[config.mk]
export PLATFORM = sky130hd
export DESIGN_NAME = cfg_link_seq
export DESIGN_NICKNAME = d
export VERILOG_FILES = /design/src/rtl/cls_pkg.sv /design/src/rtl/cls_bus.sv /design/src/rtl/cls_wait.sv /design/src/rtl/cls_ctrl.sv /design/src/rtl/cfg_link_seq.sv
export SDC_FILE = /design/constraint.sdc
export NUM_CORES = 1
export LEC_CHECK = 0
export BUFFER_PORTS_ARGS = -buffer_cell sky130_fd_sc_hd__buf_4
export CORE_ASPECT_RATIO = 1.2
export CORE_MARGIN = 10
export CORE_UTILIZATION = 40
export CTS_CLUSTER_SIZE = 40
export DETAILED_ROUTE_END_ITERATION = 8
export PLACE_DENSITY = 0.66
export SLEW_MARGIN = 20
export SYNTH_ARGS = -nofsm -noshare
export SYNTH_HDL_FRONTEND = slang
export SYNTH_HIERARCHICAL = 1
export SYNTH_SLANG_ARGS = --single-unit
[constraint.sdc]
create_clock -name clk -period 4 [get_ports clk]
set_input_delay 0.8 -clock clk [delete_from_list [all_inputs] [get_ports clk]]
set_output_delay 0.8 -clock clk [all_outputs]
set_load 0.02 [all_outputs]
[src/rtl/cls_pkg.sv]
package cls_pkg;
  localparam int AW = 12;
  localparam int DW = 32;

  localparam logic [AW-1:0] OFS_STAT = 12'h01C;
  localparam logic [AW-1:0] OFS_MODE = 12'h020;
  localparam logic [AW-1:0] OFS_DATA = 12'h028;
  localparam logic [AW-1:0] OFS_PROG = 12'h02C;
  localparam logic [AW-1:0] OFS_ERRS = 12'h034;

  localparam int ST_RDY   = 18;
  localparam int ST_EN    = 20;
  localparam int ST_USER  = 21;
  localparam int ST_FCLK  = 24;
  localparam int MD_CFG   = 0;
  localparam int MD_LCLK  = 1;
  localparam int MD_NCLK  = 8;
  localparam int PG_REQ   = 0;
  localparam int PG_XFER  = 1;
  localparam int ES_LATCH = 5;

  localparam logic [DW-1:0] NCLK_MASK = 32'h0000_FF00;
  localparam logic [DW-1:0] USER_MASK = (32'd1 << ST_USER) | (32'd1 << ST_FCLK);

  localparam logic [4:0] PC_SETUP   = 5'd1;
  localparam logic [4:0] PC_TD      = 5'd10;
  localparam logic [4:0] PC_TD_POLL = 5'd13;

  typedef enum logic [2:0] {
    E_NONE = 3'd0, E_NOEN = 3'd1, E_RDY_TO = 3'd2, E_LATCH = 3'd3, E_USER_TO = 3'd4
  } err_e;

  typedef enum logic [2:0] {
    K_CHKEN, K_RMW, K_CLKSW, K_RATIO, K_POLL, K_XFER, K_CHKERR, K_FIN
  } kind_e;

  typedef struct packed {
    kind_e           kind;
    logic [AW-1:0]   ofs;
    logic [DW-1:0]   clr;
    logic [DW-1:0]   set;
    logic            want;
    logic            long_to;
  } uop_t;

  function automatic uop_t mk(input kind_e k, input logic [AW-1:0] o,
                              input logic [DW-1:0] c, input logic [DW-1:0] s,
                              input logic w, input logic l);
    uop_t u;
    u.kind = k; u.ofs = o; u.clr = c; u.set = s; u.want = w; u.long_to = l;
    return u;
  endfunction

  // Step list; the order of the steps is the handshake order.
  function automatic uop_t uop_at(input logic [4:0] pc);
    case (pc)
      5'd0:  return mk(K_CHKEN,  OFS_STAT, '0, '0, 1'b0, 1'b0);
      5'd1:  return mk(K_RMW,    OFS_MODE, '0, 32'd1 << MD_LCLK, 1'b0, 1'b0);
      5'd2:  return mk(K_RMW,    OFS_MODE, '0, 32'd1 << MD_CFG, 1'b0, 1'b0);
      5'd3:  return mk(K_CLKSW,  OFS_MODE, NCLK_MASK, 32'd1 << MD_NCLK, 1'b0, 1'b0);
      5'd4:  return mk(K_RMW,    OFS_PROG, '0, 32'd1 << PG_REQ, 1'b0, 1'b0);
      5'd5:  return mk(K_POLL,   OFS_STAT, '0, '0, 1'b1, 1'b0);
      5'd6:  return mk(K_CLKSW,  OFS_MODE, NCLK_MASK, 32'd1 << MD_NCLK, 1'b0, 1'b0);
      5'd7:  return mk(K_RMW,    OFS_PROG, '0, 32'd1 << PG_XFER, 1'b0, 1'b0);
      5'd8:  return mk(K_RATIO,  OFS_MODE, NCLK_MASK, '0, 1'b0, 1'b0);
      5'd9:  return mk(K_XFER,   OFS_STAT, '0, '0, 1'b0, 1'b0);
      5'd10: return mk(K_RMW,    OFS_PROG, 32'd1 << PG_XFER, '0, 1'b0, 1'b0);
      5'd11: return mk(K_RMW,    OFS_PROG, 32'd1 << PG_REQ, '0, 1'b0, 1'b0);
      5'd12: return mk(K_CLKSW,  OFS_MODE, NCLK_MASK, 32'd1 << MD_NCLK, 1'b0, 1'b0);
      5'd13: return mk(K_POLL,   OFS_STAT, '0, '0, 1'b0, 1'b0);
      5'd14: return mk(K_CHKERR, OFS_ERRS, '0, '0, 1'b0, 1'b0);
      5'd15: return mk(K_RMW,    OFS_MODE, (32'd1 << MD_LCLK) | (32'd1 << MD_CFG), '0, 1'b0, 1'b0);
      5'd16: return mk(K_POLL,   OFS_STAT, '0, '0, 1'b1, 1'b1);
      default: return mk(K_FIN,  OFS_STAT, '0, '0, 1'b0, 1'b0);
    endcase
  endfunction
endpackage

[src/rtl/cls_bus.sv]
module cls_bus
  import cls_pkg::*;
(
  input  logic          clk,
  input  logic          rst_n,
  input  logic          cmd_i,
  input  logic          cmd_we_i,
  input  logic [AW-1:0] cmd_addr_i,
  input  logic [DW-1:0] cmd_wdata_i,
  output logic          req_o,
  output logic          we_o,
  output logic [AW-1:0] addr_o,
  output logic [DW-1:0] wdata_o,
  input  logic          ack_i,
  input  logic [DW-1:0] rdata_i,
  output logic          rsp_o,
  output logic [DW-1:0] rsp_data_o
);
  logic          req_q, req_d;
  logic          we_q;
  logic [AW-1:0] addr_q;
  logic [DW-1:0] wdata_q;

  always_comb begin
    req_d = req_q;
    if (req_q && ack_i) req_d = 1'b0;
    if (cmd_i)          req_d = 1'b1;
  end

  always_ff @(posedge clk or negedge rst_n) begin
    if (!rst_n) begin
      req_q   <= 1'b0;
      we_q    <= 1'b0;
      addr_q  <= '0;
      wdata_q <= '0;
    end else begin
      req_q <= req_d;
      if (cmd_i) begin
        we_q    <= cmd_we_i;
        addr_q  <= cmd_addr_i;
        wdata_q <= cmd_wdata_i;
      end
    end
  end

  assign req_o      = req_q;
  assign we_o       = we_q;
  assign addr_o     = addr_q;
  assign wdata_o    = wdata_q;
  assign rsp_o      = req_q & ack_i;
  assign rsp_data_o = rdata_i;

  AST_REQ_HOLD: assert property (@(posedge clk) disable iff (!rst_n)
    (req_q && !ack_i) |=> (req_q && $stable(addr_q) && $stable(we_q) && $stable(wdata_q)));
  AST_ONE_OUTSTANDING: assert property (@(posedge clk) disable iff (!rst_n)
    cmd_i |-> (!req_q || ack_i));
endmodule

[src/rtl/cls_wait.sv]
module cls_wait #(
  parameter int CLK_PER_US = 125,
  parameter int POLL_US    = 10
) (
  input  logic clk,
  input  logic rst_n,
  input  logic arm_i,
  output logic fire_o
);
  localparam int PW = (CLK_PER_US > 1) ? $clog2(CLK_PER_US) : 1;
  localparam int UW = (POLL_US > 1) ? $clog2(POLL_US) : 1;

  logic          run_q, run_d;
  logic [PW-1:0] pre_q, pre_d;
  logic [UW-1:0] us_q, us_d;
  logic          tick;

  assign tick   = run_q && (pre_q == PW'(CLK_PER_US - 1));
  assign fire_o = tick && (us_q == UW'(POLL_US - 1));

  always_comb begin
    run_d = run_q;
    pre_d = pre_q;
    us_d  = us_q;
    if (arm_i) begin
      run_d = 1'b1;
      pre_d = '0;
      us_d  = '0;
    end else if (run_q) begin
      pre_d = tick ? '0 : pre_q + 1'b1;
      if (tick) us_d = us_q + 1'b1;
      if (fire_o) run_d = 1'b0;
    end
  end

  always_ff @(posedge clk or negedge rst_n) begin
    if (!rst_n) begin
      run_q <= 1'b0;
      pre_q <= '0;
      us_q  <= '0;
    end else begin
      run_q <= run_d;
      pre_q <= pre_d;
      us_q  <= us_d;
    end
  end

  AST_FIRE_STOPS: assert property (@(posedge clk) disable iff (!rst_n)
    (fire_o && !arm_i) |=> !run_q);
  AST_ARM_IDLE: assert property (@(posedge clk) disable iff (!rst_n)
    arm_i |-> !run_q);
endmodule

[src/rtl/cls_ctrl.sv]
module cls_ctrl
  import cls_pkg::*;
#(
  parameter int DUMMY_WRITES = 244,
  parameter int POLL_US      = 10,
  parameter int RDY_TO_US    = 10,
  parameter int USR_TO_US    = 2000,
  parameter int RATIO_CMP    = 8,
  parameter int RATIO_ENC    = 4,
  parameter int RATIO_PLAIN  = 1
) (
  input  logic          clk,
  input  logic          rst_n,
  input  logic          start_i,
  input  logic          cmp_i,
  input  logic          enc_i,
  input  logic [AW-1:0] base_i,
  output logic          cmd_o,
  output logic          cmd_we_o,
  output logic [AW-1:0] cmd_addr_o,
  output logic [DW-1:0] cmd_wdata_o,
  input  logic          rsp_i,
  input  logic [DW-1:0] rsp_data_i,
  output logic          arm_o,
  input  logic          fire_i,
  output logic          xfer_start_o,
  input  logic          xfer_done_i,
  output logic          busy_o,
  output logic          done_o,
  output logic [2:0]    err_o
);
  localparam int RDY_TRIES = (RDY_TO_US + POLL_US - 1) / POLL_US;
  localparam int USR_TRIES = (USR_TO_US + POLL_US - 1) / POLL_US;
  localparam int MAX_TRIES = (RDY_TRIES > USR_TRIES) ? RDY_TRIES : USR_TRIES;
  localparam int RW        = $clog2(MAX_TRIES + 1);
  localparam int DCW       = $clog2(DUMMY_WRITES + 1);

  typedef enum logic [2:0] {PH_IDLE, PH_LAUNCH, PH_BUS, PH_PAUSE, PH_XFER} ph_e;
  typedef enum logic [1:0] {A_RD, A_WR, A_DUMMY} act_e;

  ph_e            ph_q, ph_d;
  act_e           act_q, act_d;
  logic [4:0]     pc_q, pc_d;
  logic [RW-1:0]  retry_q, retry_d;
  logic [DCW-1:0] dcnt_q, dcnt_d;
  logic           pre_q, pre_d;
  err_e           err_q, err_d;
  logic           busy_q, busy_d;
  logic           done_q, done_d;
  logic           xst_q, xst_d;
  logic [7:0]     ratio_q, ratio_d;
  uop_t           u;
  logic [DW-1:0]  set_v;
  logic           poll_hit;

  always_comb begin
    u        = uop_at(pc_q);
    set_v    = (u.kind == K_RATIO) ? {16'b0, ratio_q, 8'b0} : u.set;
    poll_hit = u.long_to ? ((rsp_data_i & USER_MASK) == USER_MASK)
                         : (rsp_data_i[ST_RDY] == u.want);
    pc_d = pc_q; ph_d = ph_q; act_d = act_q; retry_d = retry_q; dcnt_d = dcnt_q;
    pre_d = pre_q; err_d = err_q; busy_d = busy_q; ratio_d = ratio_q;
    done_d = 1'b0; xst_d = 1'b0; arm_o = 1'b0;
    cmd_o = 1'b0; cmd_we_o = 1'b0; cmd_addr_o = base_i + u.ofs; cmd_wdata_o = '0;
    case (ph_q)
      PH_IDLE: if (start_i) begin
        busy_d  = 1'b1;
        err_d   = E_NONE;
        pre_d   = 1'b0;
        pc_d    = '0;
        ratio_d = cmp_i ? 8'(RATIO_CMP) : (enc_i ? 8'(RATIO_ENC) : 8'(RATIO_PLAIN));
        ph_d    = PH_LAUNCH;
      end
      PH_LAUNCH: case (u.kind)
        K_XFER: begin xst_d = 1'b1; ph_d = PH_XFER; end
        K_FIN:  begin busy_d = 1'b0; done_d = 1'b1; ph_d = PH_IDLE; end
        default: begin
          cmd_o = 1'b1; act_d = A_RD; ph_d = PH_BUS;
          if (u.kind == K_POLL) retry_d = u.long_to ? RW'(USR_TRIES) : RW'(RDY_TRIES);
        end
      endcase
      PH_BUS: if (rsp_i) begin
        case (act_q)
          A_RD: case (u.kind)
            K_CHKEN: begin
              if (!rsp_data_i[ST_EN]) begin
                busy_d = 1'b0; done_d = 1'b1; err_d = E_NOEN; ph_d = PH_IDLE;
              end else if (rsp_data_i[ST_RDY]) begin
                pre_d = 1'b1; pc_d = PC_TD; ph_d = PH_LAUNCH;
              end else begin
                pc_d = pc_q + 5'd1; ph_d = PH_LAUNCH;
              end
            end
            K_POLL: begin
              if (poll_hit) begin
                ph_d = PH_LAUNCH;
                if (pc_q == PC_TD_POLL && pre_q) begin
                  pre_d = 1'b0; pc_d = PC_SETUP;
                end else begin
                  pc_d = pc_q + 5'd1;
                end
              end else if (retry_q <= RW'(1)) begin
                busy_d = 1'b0; done_d = 1'b1; ph_d = PH_IDLE;
                err_d  = u.long_to ? E_USER_TO : E_RDY_TO;
              end else begin
                retry_d = retry_q - 1'b1; arm_o = 1'b1; ph_d = PH_PAUSE;
              end
            end
            K_CHKERR: begin
              if (rsp_data_i[ES_LATCH]) begin
                busy_d = 1'b0; done_d = 1'b1; err_d = E_LATCH; ph_d = PH_IDLE;
              end else begin
                pc_d = pc_q + 5'd1; ph_d = PH_LAUNCH;
              end
            end
            default: begin
              cmd_o = 1'b1; cmd_we_o = 1'b1;
              cmd_wdata_o = (rsp_data_i & ~u.clr) | set_v;
              act_d = A_WR;
            end
          endcase
          A_WR: begin
            if (u.kind == K_CLKSW) begin
              cmd_o = 1'b1; cmd_we_o = 1'b1; cmd_addr_o = base_i + OFS_DATA;
              act_d = A_DUMMY; dcnt_d = DCW'(DUMMY_WRITES - 1);
            end else begin
              pc_d = pc_q + 5'd1; ph_d = PH_LAUNCH;
            end
          end
          default: begin
            if (dcnt_q == '0) begin
              pc_d = pc_q + 5'd1; ph_d = PH_LAUNCH;
            end else begin
              cmd_o = 1'b1; cmd_we_o = 1'b1; cmd_addr_o = base_i + OFS_DATA;
              dcnt_d = dcnt_q - 1'b1;
            end
          end
        endcase
      end
      PH_PAUSE: if (fire_i) begin
        cmd_o = 1'b1; act_d = A_RD; ph_d = PH_BUS;
      end
      default: if (xfer_done_i) begin
        pc_d = pc_q + 5'd1; ph_d = PH_LAUNCH;
      end
    endcase
  end

  always_ff @(posedge clk or negedge rst_n) begin
    if (!rst_n) begin
      ph_q <= PH_IDLE; act_q <= A_RD; pc_q <= '0; retry_q <= '0; dcnt_q <= '0;
      pre_q <= 1'b0; err_q <= E_NONE; busy_q <= 1'b0; done_q <= 1'b0;
      xst_q <= 1'b0; ratio_q <= '0;
    end else begin
      ph_q <= ph_d; act_q <= act_d; pc_q <= pc_d; retry_q <= retry_d; dcnt_q <= dcnt_d;
      pre_q <= pre_d; err_q <= err_d; busy_q <= busy_d; done_q <= done_d;
      xst_q <= xst_d; ratio_q <= ratio_d;
    end
  end

  assign busy_o       = busy_q;
  assign done_o       = done_q;
  assign err_o        = err_q;
  assign xfer_start_o = xst_q;

  AST_DUMMY_ZERO: assert property (@(posedge clk) disable iff (!rst_n)
    (cmd_o && cmd_we_o && cmd_addr_o == base_i + OFS_DATA) |-> cmd_wdata_o == '0);
  AST_XFER_PULSE: assert property (@(posedge clk) disable iff (!rst_n)
    xst_q |=> !xst_q);
  AST_XFER_IN_RUN: assert property (@(posedge clk) disable iff (!rst_n)
    xst_q |-> busy_q);
  AST_DONE_PULSE: assert property (@(posedge clk) disable iff (!rst_n)
    done_q |=> !done_q);
  AST_DONE_ENDS_RUN: assert property (@(posedge clk) disable iff (!rst_n)
    done_q |-> (!busy_q && $past(busy_q)));
  AST_ERR_HELD: assert property (@(posedge clk) disable iff (!rst_n)
    (!busy_q && !done_q) |=> $stable(err_q) || busy_q);
endmodule

[src/rtl/cfg_link_seq.sv]
module cfg_link_seq
  import cls_pkg::*;
#(
  parameter int CLK_PER_US   = 125,
  parameter int DUMMY_WRITES = 244,
  parameter int POLL_US      = 10,
  parameter int RDY_TO_US    = 10,
  parameter int USR_TO_US    = 2000
) (
  input  logic          clk,
  input  logic          rst_n,
  input  logic          start_i,
  input  logic          img_compressed_i,
  input  logic          img_encrypted_i,
  input  logic [11:0]   base_i,
  output logic          reg_req_o,
  output logic          reg_we_o,
  output logic [11:0]   reg_addr_o,
  output logic [31:0]   reg_wdata_o,
  input  logic          reg_ack_i,
  input  logic [31:0]   reg_rdata_i,
  output logic          xfer_start_o,
  input  logic          xfer_done_i,
  output logic          busy_o,
  output logic          done_o,
  output logic [2:0]    err_o
);
  logic          rs1_q, rs2_q;
  logic          rst_s_n;
  logic          cmd, cmd_we, rsp, arm, fire;
  logic [AW-1:0] cmd_addr;
  logic [DW-1:0] cmd_wdata, rsp_data;

  always_ff @(posedge clk or negedge rst_n) begin
    if (!rst_n) begin
      rs1_q <= 1'b0;
      rs2_q <= 1'b0;
    end else begin
      rs1_q <= 1'b1;
      rs2_q <= rs1_q;
    end
  end
  assign rst_s_n = rs2_q;

  cls_ctrl #(
    .DUMMY_WRITES(DUMMY_WRITES), .POLL_US(POLL_US),
    .RDY_TO_US(RDY_TO_US), .USR_TO_US(USR_TO_US)
  ) u_ctrl (
    .clk(clk), .rst_n(rst_s_n), .start_i(start_i),
    .cmp_i(img_compressed_i), .enc_i(img_encrypted_i), .base_i(base_i),
    .cmd_o(cmd), .cmd_we_o(cmd_we), .cmd_addr_o(cmd_addr), .cmd_wdata_o(cmd_wdata),
    .rsp_i(rsp), .rsp_data_i(rsp_data), .arm_o(arm), .fire_i(fire),
    .xfer_start_o(xfer_start_o), .xfer_done_i(xfer_done_i),
    .busy_o(busy_o), .done_o(done_o), .err_o(err_o)
  );

  cls_bus u_bus (
    .clk(clk), .rst_n(rst_s_n), .cmd_i(cmd), .cmd_we_i(cmd_we),
    .cmd_addr_i(cmd_addr), .cmd_wdata_i(cmd_wdata),
    .req_o(reg_req_o), .we_o(reg_we_o), .addr_o(reg_addr_o), .wdata_o(reg_wdata_o),
    .ack_i(reg_ack_i), .rdata_i(reg_rdata_i), .rsp_o(rsp), .rsp_data_o(rsp_data)
  );

  cls_wait #(.CLK_PER_US(CLK_PER_US), .POLL_US(POLL_US)) u_wait (
    .clk(clk), .rst_n(rst_s_n), .arm_i(arm), .fire_o(fire)
  );
endmodule

Word-level counts from Yosys, hierarchy flattened --
Memory sizes are Yosys's and may differ from the RTL's. Cells that the tools add are included.
Word-level totals: bits in registers 101, ROM bits 704, logic and storage cells 236, memories 1
Memories:
- (name not given) | depth 32, width 22, rd ports 1, clocked after Yosys merged registers in 0, write ports 0, line cls_pkg.sv:56 | case (pc)
Operators by class: add/sub/neg operators 7, magnitude comparators 1, eq/ne operators 46, mux-type cells 125, bitwise gates (word level) 6, reductions and logical operators 30
Operators by type and width (count):
- $mux 32 | 5
- $mux 8 | 11
- $mux 5 | 10
- $mux 12 | 4
- $mux 3 | 16
- $mux 1 | 45
- $and 32x32->32 | 1
- $not 32->32 | 1
- $or 32x32->32 | 1
- $pmux 8 s2 | 2
- $ne 3x3->1 const B | 10
- $pmux 5 s3 | 2
- $pmux 12 s2 | 1
- $mux 7 | 3
- $reduce_and 10->1 | 2
- $ne 2x2->1 const B | 9
- $pmux 3 s2 | 3
- $pmux 3 s3 | 2
- $reduce_and 9->1 | 2
- $sub 8x1->8 const B | 2
- $reduce_and 7->1 | 2
- $add 12x12->12 | 1
- $add 12x6->12 const B | 1
- $eq 3x2->1 const B | 4
- other kinds (39) | 75

Longest topological paths before layout --
An unclocked memory read counts as a cell.
word-level depth 10, mapped depth 15, gate-level depth less buffers 14

Hierarchy --
The synthesis kept the hierarchy.
Modules (own cells, without submodules):
- cls_ctrl | instances 1, cells an instance 411, area each 3389.5 sq um, sequential area each 900.9 sq um
- cls_bus | instances 1, cells an instance 131, area each 2153.3 sq um, sequential area each 1151.1 sq um
- cls_wait | instances 1, cells an instance 68, area each 670.6 sq um, sequential area each 300.3 sq um
- cfg_link_seq | instances 1, cells an instance 3, area each 53.8 sq um, sequential area each 50.0 sq um

Least setup slack after synthesis --
Ideal clock, no wire load.
kind reg2reg, start point register u_ctrl.pc_q[0], end point register u_bus.addr_q[8], in the netlist u_bus/addr_o[8], arrival 3363 ps, slack 512 ps, cell stages (with the launch flop) 13, cells stage by stage dfrtp_1 clkbuf_1 inv_1 ha_1 mux2_4 a221oi_4 nand2_1 ha_1 a21o_1 a2111oi_1 a211oi_1 xor2_1 mux2_2
Between the ends: elaborated cells on any way between the ends 21
RTL lines:
- start, declared | line cls_ctrl.sv:43 | logic [4:0] pc_q, pc_d;
- start signal, assigned | line cls_ctrl.sv:155 | ph_q <= ph_d; act_q <= act_d; pc_q <= pc_d; retry_q <= retry_d; dcnt_q <= dcnt_d;
- $mem_v2 32x22 *
- $add 12x12->12 or $eq 3x2->1 (tied branches) | line cls_ctrl.sv:64, cls_ctrl.sv:123
- $mux 12, on equally long branches | line cls_ctrl.sv:131, cls_ctrl.sv:123
- $pmux 12 s2 | line cls_ctrl.sv:83 | case (act_q)
- $mux 12 | line cls_ctrl.sv:82 | PH_BUS: if (rsp_i) begin
- $mux 12 * | line cls_ctrl.sv:65 | case (ph_q)
- named net cmd_addr[8] | line cfg_link_seq.sv:31 | logic [AW-1:0] cmd_addr;
- end signal, assigned | line cls_bus.sv:40 | addr_q <= cmd_addr_i;
- end, declared | line cls_bus.sv:21 | logic [AW-1:0] addr_q;
Mark *: on every way through the listed nets, which the timed path passes. The rest lies on a longest branch. A chain may end at the register's enable or synchronous reset.

Final worst setup path --
start point register u_ctrl.pc_q[0], end point register u_bus.wdata_q[31], in the netlist u_bus/wdata_o[31]
Between the ends: word-level cells in the longest chain between the ends 7, elaborated cells on any way between the ends 19
RTL lines:
- $mem_v2 32x22 *
- $eq 3x3->1 or $logic_not 3->1 (tied branches) | line cls_ctrl.sv:84 | A_RD: case (u.kind)
- $reduce_or 3->1 (no line)
- $mux 1 | line cls_ctrl.sv:84
- $pmux 1 s2 | line cls_ctrl.sv:83
- $mux 1 | line cls_ctrl.sv:82
- $pmux 1 s3 * | line cls_ctrl.sv:65
- named net cmd | line cfg_link_seq.sv:30 | logic cmd, cmd_we, rsp, arm, fire;
- end signal, assigned | line cls_bus.sv:41 | wdata_q <= cmd_wdata_i;
- end, declared | line cls_bus.sv:22 | logic [DW-1:0] wdata_q;
Marked as above.

==> reports/results.txt <==
measured slew at the worst slew-check pin: 0.9187 ns
vias in the first global route: 4825
die span in y: 157.1 um
clk sinks: 96
row count: 50
CTS resizes: 0
max_slew headroom: 0.3876
CP arrival: 3.95 ns
final instance area: 7199 um^2
Crit. End Element: flip-flop
Hold-fix buffers, CTS: 0
Core Box Area: 15510 um^2
CTS root buf: clkbuf_16
r2r setup slk: 0.29 ns
global-route wire length before repair: 25130 um
PortBufs: 102
clk_skew: 0.01037 ns
Initial DRC Count: 318
CP startpoint: u_ctrl/pc_q[0]
kind of critical path: reg -> reg
Remaining Overflow, GRT: 0
crit path cell chain: inv_1, ha_1, mux2_4, a221oi_4, nand2_2, o31ai_4, nand2_1, o311ai_2, buf_12, mux2_2
setup tns final: 0 ns
setup violators final: 0
Post-Route WL: 15180 um
Post-DP HPWL: 11370 um
Worst Path Required: 4.23 ns
wire length per cell: 17.11 um
r2r startpoint: u_ctrl/pc_q[0]
Yosys warning count: 6
postcts setup bufs: 0
# H-tree levels: 3
largest net degree at the start of global routing: 71
Peak supply drop: 155.3 uV
NumNets Final: 746
min Tclk post-route: 3.714 ns
Die W: 134.3 um
max-slew violation count: 0
Total GRT Usage: 0.1443
Cell variety after synth: 77
Pwr Density: 269.9 nW/um^2
diodes inserted: 0
area post-placement: 6914 um^2
Num CTS Buffers: 9
layout cells sized above 1: 0.3034
Die ar.: 21100 um^2
Avg Inst Size Synth: 10.22 um^2
Mapped Area: 6267 um^2
hold crit path type: in -> async
Post-synth EDFFs: 0
vias per cell: 5.340
Clk pin slew, worst setup/hold paths: 0.07 ns
Primary FF master, synth: dfrtp_1
global placer's final weighted congestion: 0.8906
Final ANT Viol Nets: 0
CTS tree: done
post-synthesis sequential area ratio: 0.3833
Max Fclk: 269.3 MHz
routed vias: 4737
syn_nets: 685
max_cap viols: 0
unrepaired setup endpoints after global routing: no
startpoint types: flip-flop
Max clock buf depth: 2
crit-path max cell delay: 0.52 ns
starting density of the core: 0.4040
number of I/O pins: 103
Final Hold Viols: 0
synthesized instance count: 613
slowest CP cell: dfrtp_1
clock latency on the worst-skew pair: 0.35 ns
DRC: 0
Async SR Flop Fraction: 1.000
Pre-antenna DRT Iters: 5
initial antenna violation count: 0
worst-path fanout max: 46
run status: complete, no violations
P_leak: 3.407 nW
Final period util: 0.9285
FF+latch count, synth: 96
Area Growth Syn to Fin: 14.87%
-- sequential cells by signal, indices dropped and copies added, names as in the netlist, 2 cells and up --
signal / flops
u_ctrl/act_q: 2
u_ctrl/pc_q: 5
u_bus/wdata_o: 32
u_bus/addr_o: 12
u_ctrl/err_o: 3
u_ctrl/ph_q: 3
u_wait/us_q: 4
u_ctrl/ratio_q: 3
u_ctrl/retry_q: 8
u_ctrl/dcnt_q: 8
u_wait/pre_q: 7
-- through the flow --
stage	setup slack, ns	instances	util	hold WS [ns]	total power [mW]
global route	0.01662	887	0.4640	0.2016	2.031
finish	0.2861	887	0.4640	0.2188	1.943
detailed placement	0.2077	871	0.4456	0.3387	1.137
floorplan	0.5121	613	-	0.3312	1.087
global placement	0.2764	871	0.4456	0.3374	1.134
CTS	0.1981	887	0.4637	0.2064	1.972
-- cell usage after synthesis (all sizes together) (5+ instances only) --
library cell	n	area share
a211oi	5	0.0060
a21oi	22	0.018
a31oi	10	0.010
and2	25	0.025
and3	8	0.0080
buf	51	0.070
clkbuf	12	0.0072
dfrtp	96	0.38
ha	20	0.040
inv	27	0.016
mux2	50	0.11
mux2i	6	0.0096
nand2	40	0.024
nand2b	6	0.0060
nand3	15	0.015
nand4	6	0.0070
nor2	47	0.028
nor2b	5	0.0054
nor3	24	0.021
o21ai	21	0.017
o31ai	12	0.019
o41ai	6	0.0096
or3	5	0.0054
or4	11	0.014
xnor2	10	0.014
xor2	12	0.017
-- final cells by class --
type | instances | area (um^2)
clock inverter | 6 | 51.30
fill | 1446 | 8315
inverter | 27 | 101.3
timing repair buffer | 113 | 860.8
tap | 208 | 260.3
multi-input combinational | 427 | 3291
clock buffer | 10 | 229.0
sequential | 96 | 2406
-- kinds of logic (layout without fill, tap and decap cells) --
group | Yosys count | count (layout) | share of synthesized area
AO/OA/AOI/OAI | 118 | 118 | 0.1445
XOR/XNOR | 22 | 22 | 0.03074
adder cells (fa/ha/maj) | 21 | 21 | 0.04312
buffers and inverters | 90 | 156 | 0.09363
flip-flops | 96 | 96 | 0.3833
multiplexers | 56 | 56 | 0.1234
other | 1 | 1 | 0.0005983
AND/OR/NAND/NOR | 209 | 209 | 0.1807
-- worst max-delay path: cells and delay by family, from the launching register on --
family	cells	cell delay (ns)
AO/OA/AOI/OAI	3	1.05
multiplexers	2	0.67
flip-flops	1	0.52
buffers and inverters	2	0.51
AND/OR/NAND/NOR	2	0.45
adder cells (fa/ha/maj)	1	0.38
-- worst paths after layout --
check / cells after the start / endpoint
worst min register to register: 0 / rs2_q
min in group clk: 0 / rs2_q
worst min-delay path: 1 / rs2_q
worst max register to register: 10 / u_bus/wdata_o[31]
worst max-delay path: 10 / u_bus/wdata_o[31]
max in group asynchronous: 1 / u_bus/wdata_o[0]
-- layout by cell type (no fill, tap or decap), drive strengths merged, types with 4 or more instances in the layout --
cell type,Yosys,layout
nand2b,6,6
or4,11,11
nor3,24,24
nand4,6,6
or3,5,5
mux2,50,50
buf,51,113
inv,27,31
mux2i,6,6
and2,25,25
o41ai,6,6
xnor2,10,10
nor2,47,47
o21ai,21,21
and3,8,8
a21oi,22,22
xor2,12,12
a31oi,10,10
nor2b,5,5
a21o,4,4
dfrtp,96,96
a221oi,4,4
nor4,4,4
a211oi,5,5
nand3,15,15
clkbuf,12,10
nand3b,4,4
ha,20,20
nand2,40,40
o31ai,12,12
-- report_power, final --
part	switching (mW)	internal [mW]	leakage (nW)
Sequential	0.0196	0.982	1.25
Clock	0.394	0.433	0.140
Combinational	0.0510	0.0643	2.02
Total	0.464	1.48	3.41
-- metal layers --
| layer | wire length, um | track usage | vias up | share of wire |
|---|---|---|---|---|
| met5 | 0 | 0 | - | 0 |
| met4 | 127 | 0.03788 | 0 | 0.0084 |
| met3 | 762 | 0.03635 | 11 | 0.050 |
| met2 | 7348 | 0.2372 | 121 | 0.48 |
| met1 | 6941 | 0.1844 | 2316 | 0.46 |
| li1 | - | - | 2289 | - |
No activity file was read; power rests on OpenSTA's default activity.
